**config.mk**
```make
export PLATFORM = sky130hd
export DESIGN_NAME = ide_strobe_timer
export DESIGN_NICKNAME = d
export VERILOG_FILES = /design/src/rtl/ide_tmg_pkg.sv /design/src/rtl/ide_drvctl_regs.sv /design/src/rtl/ide_strobe_fsm.sv /design/src/rtl/ide_strobe_timer.sv
export SDC_FILE = /design/constraint.sdc
export NUM_CORES = 1
export LEC_CHECK = 0
export ABC_AREA = 1
export BUFFER_PORTS_ARGS = -buffer_cell sky130_fd_sc_hd__buf_2
export CAP_MARGIN = 0
export CORE_MARGIN = 4
export CORE_UTILIZATION = 51
export CTS_BUF_LIST = sky130_fd_sc_hd__clkbuf_4 sky130_fd_sc_hd__clkbuf_8 sky130_fd_sc_hd__clkbuf_16
export CTS_CLUSTER_SIZE = 24
export DETAILED_ROUTE_END_ITERATION = 10
export GPL_TIMING_DRIVEN = 0
export PLACE_DENSITY = 0.77
export SYNTH_ARGS = -nofsm -noshare
export SYNTH_HDL_FRONTEND = slang
export SYNTH_HIERARCHICAL = 1
export SYNTH_SLANG_ARGS = --single-unit
```
**constraint.sdc**
```tcl
create_clock -name clk -period 1.4 [get_ports clk]
set_input_delay 0.14 -clock clk [delete_from_list [all_inputs] [get_ports clk]]
set_output_delay 0.14 -clock clk [all_outputs]
set_load 0.05 [all_outputs]
```
**src/rtl/ide_tmg_pkg.sv**
```systemverilog
package ide_tmg_pkg;

    typedef enum logic [2:0] {
        ST_IDLE,
        ST_ACTIVE,
        ST_WAIT,
        ST_RECOVER,
        ST_DONE
    } tmg_state_t;

    localparam int          CNT_W     = 5;
    localparam int          WORD_W    = 16;
    localparam logic [15:0] CTL_MASK  = 16'h1F5F;
    localparam logic [15:0] CTL_RESET = 16'h0909;

    typedef struct packed {
        logic [CNT_W-1:0] act;
        logic [CNT_W-1:0] rec;
        logic             rdy_en;
    } tmg_cfg_t;

    function automatic tmg_cfg_t ctl_unpack(input logic [WORD_W-1:0] w);
        tmg_cfg_t c;
        c.act    = w[12:8];
        c.rec    = w[4:0];
        c.rdy_en = w[6];
        return c;
    endfunction

endpackage

```
**src/rtl/ide_drvctl_regs.sv**
```systemverilog
module ide_drvctl_regs
    import ide_tmg_pkg::*;
#(
    parameter int          ADDR_W  = 8,
    parameter int          NUM_DRV = 2,
    parameter logic [7:0]  BASE    = 8'h44,
    parameter int          STRIDE  = 4
) (
    input  logic                           clk,
    input  logic                           rst_n,
    input  logic                           cfg_wr,
    input  logic [ADDR_W-1:0]              cfg_addr,
    input  logic [WORD_W-1:0]              cfg_wdata,
    output logic [WORD_W-1:0]              cfg_rdata,
    output logic [NUM_DRV-1:0][WORD_W-1:0] ctl_words
);

    for (genvar d = 0; d < NUM_DRV; d++) begin : g_drv
        localparam logic [ADDR_W-1:0] MY_ADDR = ADDR_W'(int'(BASE) + d * STRIDE);

        always_ff @(posedge clk or negedge rst_n) begin
            if (!rst_n) begin
                ctl_words[d] <= CTL_RESET;
            end else if (cfg_wr && (cfg_addr == MY_ADDR)) begin
                ctl_words[d] <= cfg_wdata & CTL_MASK;
            end
        end
    end

    always_comb begin
        cfg_rdata = '0;
        for (int d = 0; d < NUM_DRV; d++) begin
            if (cfg_addr == ADDR_W'(int'(BASE) + d * STRIDE)) begin
                cfg_rdata = ctl_words[d];
            end
        end
    end

endmodule

```
**src/rtl/ide_strobe_fsm.sv**
```systemverilog
module ide_strobe_fsm
    import ide_tmg_pkg::*;
#(
    parameter int WAIT_LIMIT = 256
) (
    input  logic     clk,
    input  logic     rst_n,
    input  logic     req,
    input  tmg_cfg_t cfg_in,
    input  logic     iordy,
    output logic     strobe,
    output logic     done,
    output logic     busy,
    output logic     timeout
);

    localparam int WCNT_W = (WAIT_LIMIT > 1) ? $clog2(WAIT_LIMIT) : 1;
    localparam logic [WCNT_W-1:0] WCNT_LAST = WCNT_W'(WAIT_LIMIT - 1);

    tmg_state_t        state, state_nx;
    tmg_cfg_t          snap;
    logic [CNT_W-1:0]  cnt;
    logic [WCNT_W-1:0] wcnt;
    logic              tmo_q;

    // state register and cycle counters
    always_ff @(posedge clk or negedge rst_n) begin
        if (!rst_n) begin
            state <= ST_IDLE;
            snap  <= '0;
            cnt   <= '0;
            wcnt  <= '0;
            tmo_q <= 1'b0;
        end else begin
            state <= state_nx;
            unique case (state)
                ST_IDLE: begin
                    if (req) begin
                        snap <= cfg_in;
                        cnt  <= cfg_in.act;
                    end
                end
                ST_ACTIVE: begin
                    if (cnt != '0) begin
                        cnt <= cnt - 1'b1;
                    end else begin
                        cnt  <= snap.rec;
                        wcnt <= '0;
                    end
                end
                ST_WAIT: begin
                    wcnt <= wcnt + 1'b1;
                    if (!iordy && (wcnt == WCNT_LAST)) begin
                        tmo_q <= 1'b1;
                    end
                end
                ST_RECOVER: begin
                    if (cnt != '0) begin
                        cnt <= cnt - 1'b1;
                    end
                end
                ST_DONE: ;
                default: ;
            endcase
        end
    end

    // next-state decision
    always_comb begin
        state_nx = state;
        unique case (state)
            ST_IDLE:    if (req) state_nx = ST_ACTIVE;
            ST_ACTIVE:  if (cnt == '0) state_nx = (snap.rdy_en && !iordy) ? ST_WAIT : ST_RECOVER;
            ST_WAIT:    if (iordy || (wcnt == WCNT_LAST)) state_nx = ST_RECOVER;
            ST_RECOVER: if (cnt == '0) state_nx = ST_DONE;
            ST_DONE:    state_nx = ST_IDLE;
            default:    state_nx = ST_IDLE;
        endcase
    end

    // outputs
    always_comb begin
        strobe  = 1'b0;
        done    = 1'b0;
        busy    = 1'b1;
        timeout = tmo_q;
        unique case (state)
            ST_IDLE:    busy   = 1'b0;
            ST_ACTIVE:  strobe = 1'b1;
            ST_WAIT:    strobe = 1'b1;
            ST_RECOVER: ;
            ST_DONE:    done   = 1'b1;
            default:    busy   = 1'b0;
        endcase
    end

endmodule

```
**src/rtl/ide_strobe_timer.sv**
```systemverilog
module ide_strobe_timer
    import ide_tmg_pkg::*;
#(
    parameter int CHANNEL    = 0,
    parameter int WAIT_LIMIT = 256
) (
    input  logic        clk,
    input  logic        rst_n,
    input  logic        cfg_wr,
    input  logic [7:0]  cfg_addr,
    input  logic [15:0] cfg_wdata,
    output logic [15:0] cfg_rdata,
    input  logic        xfer_req,
    input  logic        drive_sel,
    input  logic        iordy,
    output logic        strobe,
    output logic        xfer_done,
    output logic        busy,
    output logic        rdy_timeout
);

    localparam int         NUM_DRV = 2;
    localparam logic [7:0] BASE    = (CHANNEL != 0) ? 8'h4C : 8'h44;

    logic [NUM_DRV-1:0][WORD_W-1:0] ctl_words;
    tmg_cfg_t                       sel_cfg;

    ide_drvctl_regs #(
        .ADDR_W  (8),
        .NUM_DRV (NUM_DRV),
        .BASE    (BASE),
        .STRIDE  (4)
    ) u_regs (
        .clk       (clk),
        .rst_n     (rst_n),
        .cfg_wr    (cfg_wr),
        .cfg_addr  (cfg_addr),
        .cfg_wdata (cfg_wdata),
        .cfg_rdata (cfg_rdata),
        .ctl_words (ctl_words)
    );

    assign sel_cfg = ctl_unpack(ctl_words[drive_sel]);

    ide_strobe_fsm #(
        .WAIT_LIMIT (WAIT_LIMIT)
    ) u_fsm (
        .clk     (clk),
        .rst_n   (rst_n),
        .req     (xfer_req),
        .cfg_in  (sel_cfg),
        .iordy   (iordy),
        .strobe  (strobe),
        .done    (xfer_done),
        .busy    (busy),
        .timeout (rdy_timeout)
    );

endmodule

```
==> insert_results.sql, run 1 <==
INSERT INTO impl_metrics (metric_group, metric, value, unit) VALUES
('setup_path', 'critPathRequiredTime', '1.26', 'ns'),
('cells_and_area', 'multi_input_comb_area', '1484', 'um2'),
('clock_network', 'htree_num_levels', '2', ''),
('cells_and_area', 'finalInstanceArea', '3596', 'um2'),
('route', 'drc', '0', ''),
('setup_path', 'timing_worst_setup_path_type', 'flip-flop to primary output', ''),
('route', 'detailroute.via_count', '2795', ''),
('setup_path', 'cp_slowest_cell', 'dfrtp_1', ''),
('clock_network', 'cts.sink_count', '45', ''),
('yosys', 'synthesis.area_per_instance', '7.257', 'um2'),
('cells_and_area', 'final_cell_count_no_fill', '526', ''),
('cells_and_area', 'antenna_cells', '0', ''),
('yosys', 'netlist_area_before_placement', '2721', 'um2'),
('setup_path', 'critical_path.max_stage_delay', '0.39', 'ns'),
('clock_network', 'cts_buffers', '5', ''),
('outcome', 'violations', 'negative setup slack', ''),
('placement', 'dp.cells', '488', ''),
('setup_path', 'arrival', '1.30', 'ns'),
('global_routing', 'global_route_wire_length_before_repair', '11.44', 'mm'),
('route', 'detail_route.iter0.violations', '150', ''),
('clock_network', 'clkTransAtPathRegs', '0.08', 'ns'),
('sta', 'slew_headroom', '0.3361', ''),
('sta', 'post-route-worst-setup-slack', '-0.04088', 'ns'),
('cells_and_area', 'ff_latch_area', '1139', 'um2'),
('yosys', 'number_of_instances_in_the_synthesized_netlist', '375', ''),
('setup_path', 'cp-end-kind', 'primary output', ''),
('cells_and_area', 'layout-drive-gt1-share', '0.3465', ''),
('clock_network', 'clk-insertion-delay-late', '0.30', 'ns'),
('floorplanning', 'start_util', '0.5295', ''),
('pwr', 'power.total', '5.439', 'mW'),
('placement', 'detailedPlace.worstSlack', '-0.2260', 'ns'),
('pwr', 'power.static_leakage', '1.874', 'nW'),
('global_routing', 'grtUsageTotal', '0.2268', ''),
('pwr', 'power.density_cell_area', '1512', 'nW/um2'),
('cells_and_area', 'most-common-layout-cells', '139 x nand2_1, 39 x buf_4, 35 x dfrtp_1', ''),
('pwr', 'vdd_ir_drop_max', '0.9648', 'mV'),
('placement', 'place_congestion', '0.9224', ''),
('sta', 'grt_setup_unrepaired', 'true', ''),
('outcome', 'result_of_the_run', 'finished with violations', ''),
('route', 'vias_per_cell', '5.314', ''),
('min_path', 'classification_of_the_worst_slack_hold_path', 'input port to async pin', ''),
('route', 'drt_pre_antenna_iters', '4', ''),
('cells_and_area', 'fin_nets', '487', ''),
('global_routing', 'number_of_antenna_violations_at_the_first_check_in_global_routing', '0', ''),
('floorplanning', 'total_die_area', '6568', 'um2'),
('placement', 'portBuffers', '39', ''),
('global_routing', 'grt_max_degree', '46', ''),
('sta', 'final_period_utilization', '1.029', ''),
('cells_and_area', 'fillCellCount', '445', ''),
('setup_path', 'worst_reg2reg_path_startpoint', 'u_fsm/cnt[0]', ''),
('cells_and_area', 'synthToLayoutAreaGrowth', '32.14', '%'),
('yosys', 'yosysWarningCount', '6', ''),
('sta', 'finalSetupViolCount', '6', ''),
('sta', 'timing.clock.skew', '0.007524', 'ns'),
('job', 'drv_cap', '0', ''),
('floorplanning', 'placement_rows', '26', ''),
('sta', 'max_freq', '0.6940', 'GHz'),
('global_routing', 'first_global_vias', '2519', ''),
('clock_network', 'clock_tree.buffer_depth', '2', ''),
('placement', 'dpl_cell_area', '3024', 'um2'),
('cells_and_area', 'layout.core_utilization', '0.6996', ''),
('cells_and_area', 'layout_commonest_cell', 'nand2_1', ''),
('sta', 'worst_slew_pin_slew', '0.9959', 'ns'),
('global_routing', 'globalRouteOverflowTotal', '0', ''),
('floorplanning', 'die_x', '81.05', 'um'),
('clock_network', 'cts_hold_repair.buffers', '0', ''),
('setup_path', 'critPathLaunch', 'u_fsm/state[1]', ''),
('sta', 'timing_hold_violations_final', '0', ''),
('sta', 'drv_slew', '0', ''),
('sta', 'layout_min_cycle_time', '1.441', 'ns'),
('setup_path', 'setup.worst_path.start_class', 'flip-flop', ''),
('floorplanning', 'io_pins', '50', ''),
('floorplanning', 'dieHeight', '81.05', 'um'),
('clock_network', 'tritoncts', 'yes', ''),
('placement', 'hpwl', '4.582', 'mm'),
('route', 'drt_wl_total', '7.532', 'mm'),
('route', 'wl_per_cell', '14.32', 'um'),
('route', 'route.antenna.remaining_nets', '0', ''),
('sta', 'fin_worst_hold_slack', '0.005771', 'ns'),
('setup_path', 'crit_fanout', '5', ''),
('setup_path', 'cp_cell_sequence', 'buf_6 -> nor2_4 -> nand2_2 -> nand3_2 -> buf_8', ''),
('sta', 'timing.setup.tns', '-0.1078', 'ns'),
('floorplanning', 'core', '5140', 'um2'),
('clock_network', 'clock_tree.root_cell', 'clkbuf_8', '');
-- what timing repair did --
item                                    in CTS  in global routing
pin swaps                                    4                 14
setup buffers                               14                 16
resized for setup                           33                 49
endpoints found under the setup margin      23                 34
gates cloned                                 0                  0
-- sequential cells by signal, summed over array words and instances (netlist names) --
name,cells
u_regs/ctl_words,22
u_fsm/wcnt,8
u_fsm/snap,6
u_fsm/cnt,5
u_fsm/state,3
u_fsm/timeout,1
-- where the power goes --
part           leakage (nW)  total (mW)  internal, mW  switching [mW]
logic                  1.25        2.91          1.23            1.68
registers             0.580        1.72          1.53           0.189
clock network        0.0484       0.804         0.366           0.438
total                  1.87        5.44          3.13            2.31
-- metal layers --
metal  up-vias  routed length [um]  GRT usage
met4         0                 216    0.06250
met5         -                   0          0
met2       128                3746     0.4113
li1       1364                   -          -
met3        21                 515    0.04435
met1      1282                3054     0.2723
-- cell type report --
type | instances | share of cell area
Buffer | 20 | 0.04558
Clock buffer | 6 | 0.02122
Clock inverter | 2 | 0.002784
Inverter | 33 | 0.03445
Multi-Input combinational cell | 281 | 0.4127
Sequential cell | 45 | 0.3166
Tap cell | 70 | 0.02436
Timing Repair Buffer | 69 | 0.1423
-- final timing paths --
| check | end | slack [ns] | cells past startpoint |
|---|---|---|---|
| setup / recovery | busy | -0.04 | 5 |
| hold / removal | u_fsm/wcnt[7] | 0.006 | 1 |
| setup reg to reg | u_fsm/cnt[4] | -0.01 | 9 |
| hold reg to reg | u_regs/ctl_words[19] | 0.47 | 2 |
| max in group asynchronous | u_fsm/state[0] | 0.71 | 1 |
| min in group clk | u_regs/ctl_words[19] | 0.07 | 3 |
-- worst max-delay path: cells and delay by family (launching register included) --
kind | cells | cell delay, ns
flip-flops | 1 | 0.39
AND/OR/NAND/NOR | 3 | 0.33
buffers and inverters | 2 | 0.29
No activity file was read; power rests on OpenSTA's default activity.
==> run 2, diff against run 1 <==
Settings changed: RECOVER_POWER set to 50.
==> insert_results.sql, run 2 (synthesized netlist as in run 1, its figures left out) <==
INSERT INTO impl_metrics (metric_group, metric, value, unit) VALUES
('route', 'drt_wl_total', '7.546', 'mm'),
('clock_network', 'cts.sink_count', '45', ''),
('cells_and_area', 'ff_latch_area', '1139', 'um2'),
('clock_network', 'clk-insertion-delay-late', '0.30', 'ns'),
('global_routing', 'grtUsageTotal', '0.2268', ''),
('cells_and_area', 'synthToLayoutAreaGrowth', '32.05', '%'),
('pwr', 'power.static_leakage', '1.866', 'nW'),
('sta', 'drv_slew', '0', ''),
('placement', 'place_congestion', '0.9224', ''),
('pwr', 'power.density_cell_area', '1515', 'nW/um2'),
('clock_network', 'clkTransAtPathRegs', '0.08', 'ns'),
('setup_path', 'setup.worst_path.start_class', 'flip-flop', ''),
('route', 'detail_route.iter0.violations', '150', ''),
('setup_path', 'crit-reg2reg-capture', 'u_fsm/state[0]', ''),
('floorplanning', 'placement_rows', '26', ''),
('pwr', 'power.total', '5.443', 'mW'),
('sta', 'finalSetupViolCount', '7', ''),
('outcome', 'violations', 'negative setup slack', ''),
('cells_and_area', 'largest_reg_flops', '22', ''),
('setup_path', 'crit_fanout', '5', ''),
('sta', 'slew_headroom', '0.2523', ''),
('min_path', 'classification_of_the_worst_slack_hold_path', 'input port to async pin', ''),
('floorplanning', 'dieHeight', '81.05', 'um'),
('cells_and_area', 'antenna_cells', '0', ''),
('route', 'wl_per_cell', '14.35', 'um'),
('clock_network', 'cts_buffers', '5', ''),
('global_routing', 'first_global_vias', '2519', ''),
('cells_and_area', 'layout_commonest_cell', 'nand2_1', ''),
('placement', 'dp.cells', '488', ''),
('placement', 'detailedPlace.worstSlack', '-0.2260', 'ns'),
('floorplanning', 'io_pins', '50', ''),
('floorplanning', 'total_die_area', '6568', 'um2'),
('cells_and_area', 'fillCellCount', '446', ''),
('global_routing', 'number_of_antenna_violations_at_the_first_check_in_global_routing', '0', ''),
('sta', 'worst_slew_pin_slew', '1.122', 'ns'),
('sta', 'max_freq', '0.6936', 'GHz'),
('sta', 'final_period_utilization', '1.030', ''),
('sta', 'post-route-worst-setup-slack', '-0.04178', 'ns'),
('sta', 'fin_worst_hold_slack', '0.04376', 'ns'),
('sta', 'timing.clock.skew', '0.007450', 'ns'),
('setup_path', 'timing_worst_setup_path_type', 'flip-flop to primary output', ''),
('cells_and_area', 'most-common-layout-cells', '139 x nand2_1, 39 x buf_4, 35 x dfrtp_1', ''),
('cells_and_area', 'final_cell_count_no_fill', '526', ''),
('setup_path', 'arrival', '1.30', 'ns'),
('route', 'drt_pre_antenna_iters', '5', ''),
('route', 'drc', '0', ''),
('cells_and_area', 'multi_input_comb_area', '1484', 'um2'),
('sta', 'grt_setup_unrepaired', 'true', ''),
('global_routing', 'grt_max_degree', '46', ''),
('pwr', 'vdd_ir_drop_max', '0.9649', 'mV'),
('setup_path', 'reg2regPathDepth', '7', ''),
('job', 'drv_cap', '0', ''),
('cells_and_area', 'largest-register', 'u_regs/ctl_words', ''),
('floorplanning', 'start_util', '0.5295', ''),
('floorplanning', 'die_x', '81.05', 'um'),
('sta', 'layout_min_cycle_time', '1.442', 'ns'),
('setup_path', 'rrSetupSlack', '-0.02', 'ns'),
('placement', 'portBuffers', '39', ''),
('placement', 'hpwl', '4.582', 'mm'),
('setup_path', 'cp_slowest_cell', 'dfrtp_1', ''),
('setup_path', 'critPathRequiredTime', '1.26', 'ns'),
('cells_and_area', 'layout-drive-gt1-share', '0.3421', ''),
('clock_network', 'clock_tree.root_cell', 'clkbuf_8', ''),
('cells_and_area', 'finalInstanceArea', '3593', 'um2'),
('route', 'vias_per_cell', '5.304', ''),
('cells_and_area', 'top_regs', 'u_regs/ctl_words x22, u_fsm/wcnt x8, u_fsm/snap x6', ''),
('clock_network', 'clock_tree.buffer_depth', '2', ''),
('sta', 'timing_hold_violations_final', '0', ''),
('setup_path', 'cp-end-kind', 'primary output', ''),
('global_routing', 'globalRouteOverflowTotal', '0', ''),
('route', 'detailroute.via_count', '2790', ''),
('setup_path', 'worst_reg2reg_path_startpoint', 'u_fsm/wcnt[0]', ''),
('global_routing', 'global_route_wire_length_before_repair', '11.44', 'mm'),
('placement', 'dpl_cell_area', '3024', 'um2'),
('outcome', 'result_of_the_run', 'finished with violations', ''),
('setup_path', 'cp_cell_sequence', 'buf_6 -> nor2_4 -> nand2_2 -> nand3_2 -> buf_8', ''),
('clock_network', 'htree_num_levels', '2', ''),
('cells_and_area', 'fin_nets', '487', ''),
('floorplanning', 'core', '5140', 'um2'),
('clock_network', 'tritoncts', 'yes', ''),
('route', 'route.antenna.remaining_nets', '0', ''),
('setup_path', 'critical_path.max_stage_delay', '0.39', 'ns');
-- run 2: cell types whose count changed in the layout (fill, tap and decap cells not counted) --
cell / delta
buf_2: -3
clkbuf_1: +2
clkbuf_2: +1
-- run 2: where the power goes --
group	switching [mW]	leakage (nW)	total (mW)	internal, mW
logic	1.69	1.24	2.92	1.23
clock network	0.439	0.0484	0.805	0.366
registers	0.189	0.580	1.72	1.53
total	2.32	1.87	5.44	3.13
-- run 2: critical path, delay by kind of cell (launching register included) --
kind,cells,cell delay [ns]
flops,1,0.39
simple gates,3,0.33
buf+inv,2,0.29
-- run 2: layout make-up --
cell class	count	share of cell area
Sequential cell	45	0.3169
Inverter	33	0.03447
Multi-Input combinational cell	281	0.4130
Timing Repair Buffer	69	0.1424
Buffer	20	0.04492
Tap cell	70	0.02437
Clock buffer	6	0.02124
Clock inverter	2	0.002786
-- run 2: metrics by stage --
step	utilization	setup TNS [ns]
global placement	0.5884	-1.687
CTS	0.6507	-0.009973
detailed placement	0.5884	-2.378
global route	0.6991	-0.7688
floorplan	-	-0.5108
finish	0.6991	-0.1233
-- run 2: repair_timing --
item,CTS,global route
gates resized for setup,33,49
buffers inserted,14,16
hold buffers,0,0
endpoints found under the setup margin,23,34
cloned,0,0
pin swaps,4,14
-- run 2: layer usage --
metal / track usage / up-vias / share of wire
met2: 0.4113 / 120 / 0.50
met4: 0.06250 / 0 / 0.027
met5: 0 / - / 0
met3: 0.04435 / 19 / 0.068
met1: 0.2723 / 1287 / 0.41
li1: - / 1364 / -
-- run 2: worst max path at each step --
stage	start	to	slack (ns)	depth (start not counted)
2_1_floorplan	cfg_addr[7]	cfg_rdata[0]	-0.09	6
3_3_place_gp	u_fsm/cnt[0]	u_fsm/cnt[4]	-0.18	9
3_5_place_dp	u_fsm/cnt[0]	u_fsm/cnt[4]	-0.23	9
4_1_cts	u_fsm/state[2]	strobe	-0.007	6
5_1_grt	u_fsm/state[2]	busy	-0.09	5
6_report	u_fsm/state[1]	busy	-0.04	5
